$ cat src/rtl/eth_dma_csr_pkg.sv
package eth_dma_csr_pkg;

    // word addresses of the register window
    localparam int A_BUSMODE = 'h00;
    localparam int A_TXPOLL  = 'h01;
    localparam int A_RXPOLL  = 'h02;
    localparam int A_RXBASE  = 'h03;
    localparam int A_TXBASE  = 'h04;
    localparam int A_STATUS  = 'h05;
    localparam int A_CTRL    = 'h06;
    localparam int A_IEN     = 'h07;
    localparam int A_TXCUR   = 'h08;
    localparam int A_RXCUR   = 'h09;
    localparam int A_VERSION = 'h0A;

    localparam int VERSION_VAL = 'h1012;

    // status bit positions
    localparam int ST_TX_DONE  = 0;
    localparam int ST_RX_DONE  = 6;
    localparam int ST_RX_NOBUF = 7;
    localparam int ST_ABN_SUM  = 15;
    localparam int ST_NRM_SUM  = 16;

    // control bit positions
    localparam int CT_RX_EN    = 1;
    localparam int CT_TX_START = 13;

    typedef enum logic [3:0] {
        SEL_NONE,
        SEL_BUSMODE,
        SEL_TXPOLL,
        SEL_RXPOLL,
        SEL_RXBASE,
        SEL_TXBASE,
        SEL_STATUS,
        SEL_CTRL,
        SEL_IEN,
        SEL_TXCUR,
        SEL_RXCUR,
        SEL_VERSION
    } reg_sel_e;

endpackage

$ cat src/rtl/csr_decode.sv
module csr_decode
    import eth_dma_csr_pkg::*;
#(
    parameter int ADDR_W = 6
) (
    input  logic [ADDR_W-1:0] addr,
    output reg_sel_e          sel
);

    always_comb begin
        unique case (addr)
            ADDR_W'(A_BUSMODE): sel = SEL_BUSMODE;
            ADDR_W'(A_TXPOLL):  sel = SEL_TXPOLL;
            ADDR_W'(A_RXPOLL):  sel = SEL_RXPOLL;
            ADDR_W'(A_RXBASE):  sel = SEL_RXBASE;
            ADDR_W'(A_TXBASE):  sel = SEL_TXBASE;
            ADDR_W'(A_STATUS):  sel = SEL_STATUS;
            ADDR_W'(A_CTRL):    sel = SEL_CTRL;
            ADDR_W'(A_IEN):     sel = SEL_IEN;
            ADDR_W'(A_TXCUR):   sel = SEL_TXCUR;
            ADDR_W'(A_RXCUR):   sel = SEL_RXCUR;
            ADDR_W'(A_VERSION): sel = SEL_VERSION;
            default:            sel = SEL_NONE;
        endcase
    end

endmodule

$ cat src/rtl/csr_status.sv
module csr_status #(
    parameter int DATA_W = 32
) (
    input  logic              clk,
    input  logic              rst_n,
    input  logic              clr_en,
    input  logic [DATA_W-1:0] clr_mask,
    input  logic [DATA_W-1:0] set_mask,
    output logic [DATA_W-1:0] status_q
);

    logic [DATA_W-1:0] status_d;

    // set pulses override a clearing write on the same bit
    always_comb begin
        status_d = status_q;
        if (clr_en) begin
            status_d = status_d & ~clr_mask;
        end
        status_d = status_d | set_mask;
    end

    always_ff @(posedge clk) begin
        if (!rst_n) begin
            status_q <= '0;
        end else begin
            status_q <= status_d;
        end
    end

    // a clear with no coincident set leaves no written-one bit standing
    a_r2_w1c_clears: assert property (@(posedge clk) disable iff (!rst_n)
        (clr_en && set_mask == '0) |=> ((status_q & $past(clr_mask)) == '0));

    // bits written zero keep their value
    a_r2_w1c_keeps: assert property (@(posedge clk) disable iff (!rst_n)
        (clr_en && set_mask == '0) |=>
        ((status_q & ~$past(clr_mask)) == ($past(status_q) & ~$past(clr_mask))));

    // every pulsed bit is set afterwards, clear or not
    a_r3_set_wins: assert property (@(posedge clk) disable iff (!rst_n)
        (set_mask != '0) |=> ((status_q & $past(set_mask)) == $past(set_mask)));

endmodule

$ cat src/rtl/csr_rdmux.sv
module csr_rdmux
    import eth_dma_csr_pkg::*;
#(
    parameter int DATA_W = 32
) (
    input  reg_sel_e          sel,
    input  logic [DATA_W-1:0] bus_mode,
    input  logic [DATA_W-1:0] rx_base,
    input  logic [DATA_W-1:0] tx_base,
    input  logic [DATA_W-1:0] status,
    input  logic [DATA_W-1:0] ctrl,
    input  logic [DATA_W-1:0] ien,
    input  logic [DATA_W-1:0] tx_cur,
    input  logic [DATA_W-1:0] rx_cur,
    output logic [DATA_W-1:0] rd_val
);

    always_comb begin
        unique case (sel)
            SEL_BUSMODE: rd_val = bus_mode;
            SEL_RXBASE:  rd_val = rx_base;
            SEL_TXBASE:  rd_val = tx_base;
            SEL_STATUS:  rd_val = status;
            SEL_CTRL:    rd_val = ctrl;
            SEL_IEN:     rd_val = ien;
            SEL_TXCUR:   rd_val = tx_cur;
            SEL_RXCUR:   rd_val = rx_cur;
            SEL_VERSION: rd_val = DATA_W'(VERSION_VAL);
            default:     rd_val = '0;   // poll strobes and unmapped
        endcase
    end

endmodule

$ cat src/rtl/eth_dma_csr.sv
module eth_dma_csr
    import eth_dma_csr_pkg::*;
#(
    parameter int ADDR_W = 6,
    parameter int DATA_W = 32
) (
    input  logic              clk,
    input  logic              rst_n,
    input  logic              rd_en,
    input  logic              wr_en,
    input  logic [ADDR_W-1:0] addr,
    input  logic [DATA_W-1:0] wr_data,
    output logic [DATA_W-1:0] rd_data,
    input  logic              tx_done,
    input  logic              rx_done,
    input  logic              rx_nobuf,
    output logic              irq,
    output logic              tx_poll,
    output logic              rx_poll,
    output logic              rx_enable,
    output logic              tx_start,
    output logic [DATA_W-1:0] bus_mode,
    output logic [DATA_W-1:0] tx_desc_ptr,
    output logic [DATA_W-1:0] rx_desc_ptr
);

    typedef struct packed {
        logic [DATA_W-1:0] bus_mode;
        logic [DATA_W-1:0] rx_base;
        logic [DATA_W-1:0] tx_base;
        logic [DATA_W-1:0] ctrl;
        logic [DATA_W-1:0] ien;
        logic [DATA_W-1:0] tx_cur;
        logic [DATA_W-1:0] rx_cur;
        logic [DATA_W-1:0] rd_data;
        logic              tx_poll;
        logic              rx_poll;
    } csr_state_t;

    csr_state_t        st_d, st_q;
    reg_sel_e          sel;
    logic [DATA_W-1:0] status_q;
    logic [DATA_W-1:0] set_mask;
    logic [DATA_W-1:0] rd_val;
    logic              sts_clr;

    csr_decode #(.ADDR_W(ADDR_W)) u_decode (
        .addr (addr),
        .sel  (sel)
    );

    // engine pulses map onto cause and summary bits
    always_comb begin
        set_mask = '0;
        if (tx_done) begin
            set_mask[ST_TX_DONE] = 1'b1;
            set_mask[ST_NRM_SUM] = 1'b1;
        end
        if (rx_done) begin
            set_mask[ST_RX_DONE] = 1'b1;
            set_mask[ST_NRM_SUM] = 1'b1;
        end
        if (rx_nobuf) begin
            set_mask[ST_RX_NOBUF] = 1'b1;
            set_mask[ST_ABN_SUM]  = 1'b1;
        end
    end

    assign sts_clr = wr_en && (sel == SEL_STATUS);

    csr_status #(.DATA_W(DATA_W)) u_status (
        .clk      (clk),
        .rst_n    (rst_n),
        .clr_en   (sts_clr),
        .clr_mask (wr_data),
        .set_mask (set_mask),
        .status_q (status_q)
    );

    csr_rdmux #(.DATA_W(DATA_W)) u_rdmux (
        .sel      (sel),
        .bus_mode (st_q.bus_mode),
        .rx_base  (st_q.rx_base),
        .tx_base  (st_q.tx_base),
        .status   (status_q),
        .ctrl     (st_q.ctrl),
        .ien      (st_q.ien),
        .tx_cur   (st_q.tx_cur),
        .rx_cur   (st_q.rx_cur),
        .rd_val   (rd_val)
    );

    always_comb begin
        st_d         = st_q;
        st_d.tx_poll = 1'b0;
        st_d.rx_poll = 1'b0;
        if (rd_en) begin
            st_d.rd_data = rd_val;
        end
        if (wr_en) begin
            unique case (sel)
                SEL_BUSMODE: st_d.bus_mode = {wr_data[DATA_W-1:1], 1'b0};
                SEL_TXPOLL:  st_d.tx_poll  = 1'b1;
                SEL_RXPOLL:  st_d.rx_poll  = 1'b1;
                SEL_RXBASE: begin
                    st_d.rx_base = wr_data;
                    st_d.rx_cur  = wr_data;
                end
                SEL_TXBASE: begin
                    st_d.tx_base = wr_data;
                    st_d.tx_cur  = wr_data;
                end
                SEL_CTRL:    st_d.ctrl   = wr_data;
                SEL_IEN:     st_d.ien    = wr_data;
                SEL_TXCUR:   st_d.tx_cur = wr_data;
                SEL_RXCUR:   st_d.rx_cur = wr_data;
                default: ;   // status handled in u_status; version/unmapped ignored
            endcase
        end
    end

    always_ff @(posedge clk) begin
        if (!rst_n) begin
            st_q <= '0;
        end else begin
            st_q <= st_d;
        end
    end

    assign rd_data     = st_q.rd_data;
    assign tx_poll     = st_q.tx_poll;
    assign rx_poll     = st_q.rx_poll;
    assign rx_enable   = st_q.ctrl[CT_RX_EN];
    assign tx_start    = st_q.ctrl[CT_TX_START];
    assign bus_mode    = st_q.bus_mode;
    assign tx_desc_ptr = st_q.tx_cur;
    assign rx_desc_ptr = st_q.rx_cur;
    assign irq         = |(status_q & st_q.ien);

    // the line only changes after a register write or an engine pulse
    a_r4_irq_rise_cause: assert property (@(posedge clk) disable iff (!rst_n)
        $rose(irq) |-> $past(wr_en || tx_done || rx_done || rx_nobuf));
    a_r4_irq_fall_cause: assert property (@(posedge clk) disable iff (!rst_n)
        $fell(irq) |-> $past(wr_en));

    // ring base write reloads the matching current pointer
    a_r5_rx_reload: assert property (@(posedge clk) disable iff (!rst_n)
        (wr_en && sel == SEL_RXBASE) |=> (rx_desc_ptr == $past(wr_data)));
    a_r5_tx_reload: assert property (@(posedge clk) disable iff (!rst_n)
        (wr_en && sel == SEL_TXBASE) |=> (tx_desc_ptr == $past(wr_data)));

    // bus mode bit 0 is dropped
    a_r6_busmode_bit0: assert property (@(posedge clk) disable iff (!rst_n)
        (wr_en && sel == SEL_BUSMODE) |=>
        (bus_mode == {$past(wr_data[DATA_W-1:1]), 1'b0}));

    // version constant on read
    a_r7_version: assert property (@(posedge clk) disable iff (!rst_n)
        (rd_en && sel == SEL_VERSION) |=> (rd_data == DATA_W'(VERSION_VAL)));

    // strobes only follow a poll-demand write
    a_r8_tx_poll_src: assert property (@(posedge clk) disable iff (!rst_n)
        tx_poll |-> $past(wr_en && sel == SEL_TXPOLL));
    a_r8_rx_poll_src: assert property (@(posedge clk) disable iff (!rst_n)
        rx_poll |-> $past(wr_en && sel == SEL_RXPOLL));

    // unmapped reads return zero
    a_r10_unmapped_zero: assert property (@(posedge clk) disable iff (!rst_n)
        (rd_en && sel == SEL_NONE) |=> (rd_data == '0));

    // read data holds without a read
    a_r11_rd_hold: assert property (@(posedge clk) disable iff (!rst_n)
        !rd_en |=> $stable(rd_data));

endmodule

$ cat config.mk
export PLATFORM = sky130hd
export DESIGN_NAME = eth_dma_csr
export DESIGN_NICKNAME = d
export VERILOG_FILES = /design/src/rtl/eth_dma_csr_pkg.sv /design/src/rtl/csr_decode.sv /design/src/rtl/csr_status.sv /design/src/rtl/csr_rdmux.sv /design/src/rtl/eth_dma_csr.sv
export SDC_FILE = /design/constraint.sdc
export NUM_CORES = 1
export LEC_CHECK = 0
export ABC_CLOCK_PERIOD_IN_PS = 4930
export BUFFER_PORTS_ARGS = -buffer_cell sky130_fd_sc_hd__buf_2
export CAP_MARGIN = 15
export CORE_MARGIN = 3
export CORE_UTILIZATION = 40
export CTS_CLUSTER_DIAMETER = 50
export DETAILED_ROUTE_END_ITERATION = 16
export GPL_TIMING_DRIVEN = 0
export HOLD_SLACK_MARGIN = 0.15
export SETUP_SLACK_MARGIN = 0.2
export SLEW_MARGIN = 20
export SYNTH_ARGS = -nofsm -noshare
export SYNTH_HDL_FRONTEND = slang
export SYNTH_SLANG_ARGS = --single-unit
$ cat constraint.sdc
create_clock -name clk -period 4.93 [get_ports clk]
set_input_delay 0.986 -clock clk [delete_from_list [all_inputs] [get_ports clk]]
set_output_delay 0.986 -clock clk [all_outputs]
set_load 0.03 [all_outputs]
==> metrics.cfg, run 1 <==
[die]
top_level_ports=178
die_h_um=191
die_x_um=191
start_util_pct=40.6
floorplan.rows=67
die-area_mm2=0.0364
coreArea_mm2=0.0336

[routing]
wl_per_cell_um=24.3
initialDrtViolationCount=1570
firstDrtPassIters=6
drc=0
wl_mm=57.0
ant_nets=0
via_per_inst=5.67
vias=13300

[power_and_ir_drop]
seq_power_share_pct=44.2
p_int_w=0.00400
max-vdd-ir-drop_mv=0.167
clkPwrFrac_pct=49.1
p_per_area_mw_per_mm2=332
combPwrFrac_pct=6.7
switching_share_pct=25.2
power_switching_w=0.00135
leakage_nw=6.24

[setup_path]
crit_arrival_ns=4.80
cp-start-kind=primary input
crit_type=in -> reg
rrSetupSlack_ns=3.17
cp.required_ns=5.39
worst-path-max-fanout=10
crit_path_end_kind=flop

[global_routing]
grt_max_degree=14
grt_pass1_wl_mm=81.7
gr-total-overflow=0
grt_pass1_vias=12200
track_usage_pct=30.5
antenna_found_initial=3

[timing]
worst_pin_slew_ns=1.17
rsz0062_at_grt=no
finClkSkew_ns=0.00679
finalHoldViolations=0
max_slew_margin_pct=21.7
report.final.slew_viol_count=0
finalSetupTns_ns=0
fmax_mhz=230
worst_slack_ns=0.591
setup_violations=0
finalCriticalPeriod_ns=4.34
post-route-period-util_pct=88.0

[outcome]
status=complete, no violations

[finish]
fin_nets=1921
drive_above_1_share_pct=22.7
layout.cells.non_filler=2344
area_delta_synth_final_pct=18.1

[synthesis]
synth_nets=1738
netlist_top_cells_count=nand2_1 (538), dfxtp_1 (289), a21boi_0 (170)
synth.most_common_cell=nand2_1
synthCells=1689
synth_ff_type=dfxtp_1
synth-edff-count=0
synthArstFlopShare_pct=0
yosys_warnings=0
ys_seq_area_share_pct=42.4
ys_types=64
synth_top_cells_by_area=dfxtp_1 (42%), nand2_1 (15%), a21boi_0 (9.3%)
synth.avg_cell_area_um2=8.09
synth_seq_cells=289
synth.largest_area_cell=dfxtp_1
synth_area_mm2=0.0137
synthDominantCellAreaShare_pct=42.4

[placement]
gp_congestion=0.986
dpl.cell_count=2282
port_buffers=144
dpl.hpwl_mm=38.9
dp_slack_ns=0.280

[cts]
cts_hold_buf=0
post_cts_resized=0
clk_path_buf_depth=3
clkTransAtPathRegs_ns=0.06
cts_sinks=289
insertion_delay_ns=0.52
cts_root_buffer=clkbuf_16
post_cts_buffers=0
cts_tree=done
cts_inserted_buffers=36
cts_max_level=2

[job]
max-cap-violations=0

[min_path]
hold_path_class=reg -> reg

[registers in the layout (all words and copies together) (netlist names)]
name,flops
st_q,126
rd_data,32
rx_desc_ptr,32
tx_desc_ptr,32
u_status.status_q,32
bus_mode,31
rx_enable,1
rx_poll,1
tx_poll,1
tx_start,1
[routing by layer]
metal / global-route usage (%) / part of all wire (%)
met1: 41.0 / 40
met2: 46.8 / 43
met3: 6.25 / 11
met4: 14.8 / 5.6
met5: 0 / 0.037
[logic make-up (layout without fill, tap and decap cells)]
family                   Yosys count  in the layout  share of synthesized area, %
other                              1              2                        0.0275
buffers and inverters            281            487                          12.2
flip-flops                       289            289                          42.4
adder cells (fa/ha/maj)            4              4                         0.366
AO/OA/AOI/OAI                    486            486                          26.1
AND/OR/NAND/NOR                  621            621                          18.4
multiplexers                       7              7                         0.522
[cells in the final DEF (no fill, tap or decap), types with 3 or more instances in the layout]
cell type and count:
a2111oi_0 7, a211oi_1 9, a21boi_0 170, a21boi_1 54
a21oi_1 60, a221oi_1 13, a22o_1 48, a22oi_1 58
a31oi_1 5, and3_1 7, buf_2 222, buf_4 131
buf_6 4, clkbuf_1 68, clkbuf_16 37, clkbuf_8 5
clkinv_2 5, clkinvlp_4 3, dfxtp_1 289, ha_1 4
inv_1 3, inv_6 3, mux2i_1 6, nand2_1 538
nand2b_1 5, nand3_1 10, nand4_1 3, nor2_1 16
nor2_2 3, nor2b_1 17, nor3_1 7, o2111ai_1 4
o211ai_1 5, o21a_1 4, o21ai_0 27, o22ai_1 3
[power groups by stage]
stage | Clock (W) | Combinational, W | Sequential (W)
after global placement | 0 | 0.000339 | 0.00242
after detailed placement | 0 | 0.000344 | 0.00242
after CTS | 0.00263 | 0.000346 | 0.00236
final | 0.00263 | 0.000358 | 0.00237
after floorplan | 0 | 0.000190 | 0.00241
after global routing | 0.00273 | 0.000365 | 0.00237
[path summary, 6_finish.rpt]
| kind | startpoint | endpoint | depth (start not counted) |
|---|---|---|---|
| worst min-delay path | u_status.status_q[25] | u_status.status_q[25] | 2 |
| worst min register to register | u_status.status_q[25] | u_status.status_q[25] | 2 |
| worst max-delay path | addr[0] | rd_data[16] | 13 |
| worst max register to register | tx_desc_ptr[17] | rd_data[17] | 4 |
[metrics by stage]
stage               hold slack (ns)  power, W  utilization (%)  area (um^2)
CTS                           0.450   0.00534             48.0        16100
global route                  0.468   0.00546             48.0        16100
finish                        0.450   0.00535             48.0        16100
global placement              0.434   0.00275             44.4        14900
floorplan                     0.422   0.00260                -        13700
detailed placement            0.441   0.00276             44.5        15000
[area by class of cell]
type	count	area (um^2)
diodes	1	2.50
fillers	3380	17500
plain buffers	277	1650
inverters	4	15.0
well taps	448	561
clock buffers	46	1010
multi-input cells	1119	6210
repair buffers	145	732
flip-flops and latches	289	5790
clock inverters	15	154
[critical path, cell delays in order]
cell and delay [ns]:
buf_2 0.11, buf_2 0.30, inv_1 0.11, ha_1 0.30, buf_2 0.23, clkinv_1 0.35, nand4_4 0.35, nor3_2 0.52
buf_2 0.51, buf_2 0.53, a22oi_1 0.17, nand3_1 0.18, a22o_1 0.13
No activity file was read; power rests on OpenSTA's default activity.
==> run 2, diff against run 1 <==
--- a/config.mk
+++ b/config.mk
@@ -14,6 +14,7 @@
 export DETAILED_ROUTE_END_ITERATION = 16
 export GPL_TIMING_DRIVEN = 0
 export HOLD_SLACK_MARGIN = 0.15
+export REMOVE_ABC_BUFFERS = 1
 export SETUP_SLACK_MARGIN = 0.2
 export SLEW_MARGIN = 20
 export SYNTH_ARGS = -nofsm -noshare
==> metrics.cfg, run 2 (synthesized netlist as in run 1, its figures left out) <==
[power_and_ir_drop]
combPwrFrac_pct=6.0  ; -0.7 points
max-vdd-ir-drop_mv=0.197  ; +17%
p_per_area_mw_per_mm2=351  ; +5.7%
switching_share_pct=23.6  ; -1.6 points
p_int_w=0.00413  ; +3.2%
clkPwrFrac_pct=50.3  ; +1.2 points
seq_power_share_pct=43.7  ; -0.5 points
power_switching_w=0.00127  ; -5.5%
leakage_nw=5.53  ; -11%

[cts]
cts_inserted_buffers=35  ; -2.8%
clkTransAtPathRegs_ns=0.06  ; about the same
cts_root_buffer=clkbuf_16
insertion_delay_ns=0.52  ; about the same
cts_tree=done
post_cts_buffers=0  ; unchanged
cts_sinks=289  ; unchanged
cts_max_level=2  ; unchanged
clk_path_buf_depth=3  ; unchanged

[global_routing]
track_usage_pct=25.6  ; -4.9 points
grt_pass1_vias=11500  ; -5.4%
grt_pass1_wl_mm=71.5  ; -12%
antenna_found_initial=0  ; -3
gr-total-overflow=0  ; unchanged
grt_max_degree=129  ; +115

[finish]
fin_nets=1705  ; -11%
final_common_cell=nand2_1
drive_above_1_share_pct=17.9  ; -4.9 points
final_cell_mix=nand2_1 (533), dfxtp_1 (289), buf_2 (175)
nFillCells=3303  ; -2.3%
area_delta_synth_final_pct=12.7
largest_reg_flops=126  ; unchanged
layout.cells.non_filler=2128  ; -9.2%
top_register=st_q
num_antenna_cells=0  ; -1

[routing]
firstDrtPassIters=5  ; -1
vias=11900  ; -10%
drc=0  ; unchanged
wl_per_cell_um=22.4  ; -8.0%
via_per_inst=5.60  ; -1.2%
wl_mm=47.6  ; -16%
ant_nets=0  ; unchanged
initialDrtViolationCount=1340  ; -15%

[timing]
fmax_mhz=228  ; -1.0%
finalHoldViolations=0  ; unchanged
setup_violations=0  ; unchanged
finClkSkew_ns=0.0198  ; +0.0130 ns
rsz0062_at_grt=no
report.final.slew_viol_count=0  ; unchanged
post-route-period-util_pct=88.9  ; +0.90 points
finalCriticalPeriod_ns=4.38  ; +0.0444 ns
worst_slack_ns=0.547  ; -0.0444 ns
max_slew_margin_pct=34.2  ; +13 points
worst_pin_slew_ns=0.985  ; -0.189 ns

[die]
die_x_um=191  ; unchanged
die_h_um=191  ; unchanged
floorplan.rows=67  ; unchanged
top_level_ports=178  ; unchanged
coreArea_mm2=0.0336  ; unchanged
start_util_pct=40.6  ; unchanged
die-area_mm2=0.0364  ; unchanged

[placement]
gp_congestion=0.812  ; -18%
port_buffers=176  ; +22%
dp_slack_ns=-0.156  ; -0.437 ns
dpl.hpwl_mm=30.9  ; -20%
dpl.cell_count=2067  ; -9.4%

[setup_path]
crit_path_end_kind=flop
crit_type=in -> reg
cp-start-kind=primary input
worst-path-max-fanout=13  ; +3
cp.required_ns=5.35  ; -0.04 ns
crit_arrival_ns=4.80  ; about the same

[outcome]
status=complete, no violations

[min_path]
hold_path_class=reg -> reg

[job]
max-cap-violations=0  ; unchanged

==> run 2: changes by cell type in the layout (fill, tap and decap cells not counted), moves of 4 or more <==
cell,before,now
buf_4,131,5
clkbuf_1,68,7
buf_2,222,175
buf_16,0,14
buf_12,0,6
and3_1,7,2
and3_2,0,5
nand2_1,538,533
nand2_2,0,5
buf_8,0,4
bufinv_16,2,6
==> run 2: final timing paths <==
path | startpoint | to | cells after the start | slack (ns)
hold reg to reg | u_status.status_q[30] | u_status.status_q[30] | 2 | 0.45
setup / recovery | addr[0] | rd_data[17] | 9 | 0.55
hold / removal | u_status.status_q[30] | u_status.status_q[30] | 2 | 0.45
setup reg to reg | tx_desc_ptr[28] | rd_data[28] | 4 | 3.54
==> run 2: layout make-up <==
class / count / area, um^2 / area share [%]
sequential: 289 / 5790 / 37.6
timing repair buffer: 207 / 1510 / 9.82
tap: 448 / 561 / 3.64
multi-input combinational: 1119 / 6320 / 41.0
inverter: 4 / 15.0 / 0.0975
clock inverter: 16 / 262 / 1.70
clock buffer: 45 / 943 / 6.13
==> run 2: per-stage QoR <==
step | power (W) | hold WS [ns] | utilization, % | setup TNS, ns | instance area [um^2]
after floorplan | 0.00253 | 0.422 | - | 0 | 12000
after global placement | 0.00270 | 0.430 | 40.0 | -325.18 | 13400
after detailed placement | 0.00273 | 0.437 | 42.2 | -1.47 | 14200
after CTS | 0.00544 | 0.446 | 45.8 | 0 | 15400
after global routing | 0.00557 | 0.464 | 45.8 | 0 | 15400
final | 0.00540 | 0.449 | 45.8 | 0 | 15400
==> run 2: timing repair <==
| item | CTS | global route |
|---|---|---|
| gates resized for setup | 0 | 1 |
| endpoints found under the hold margin | 0 | 0 |
| hold buffers | 0 | 0 |
| endpoints found under the setup margin | 0 | 2 |
==> run 2: layer usage <==
layer	global-route usage (%)	part of all wire [%]	vias up
met5	0	0	-
met4	8.78	3.3	0
met3	4.91	8.5	107
met2	41.9	46	539
met1	33.8	42	5738
li1	-	-	5531
==> run 2: power by group through the flow <==
stage	clock network [W]	registers (W)	logic (W)
2_1_floorplan	0	0.00242	0.000107
3_3_place_gp	0	0.00241	0.000290
3_5_place_dp	0	0.00241	0.000317
4_1_cts	0.00275	0.00236	0.000318
5_1_grt	0.00287	0.00236	0.000339
6_report	0.00272	0.00236	0.000323
==> run 2: worst max-delay path: stages <==
cell      delay, ns
buf_2          0.32
inv_1          0.12
ha_1           0.49
clkinv_1       0.40
nand4_4        0.31
nor3_4         0.72
o21a_2         0.51
nand2_1        0.54
o21ai_0        0.38
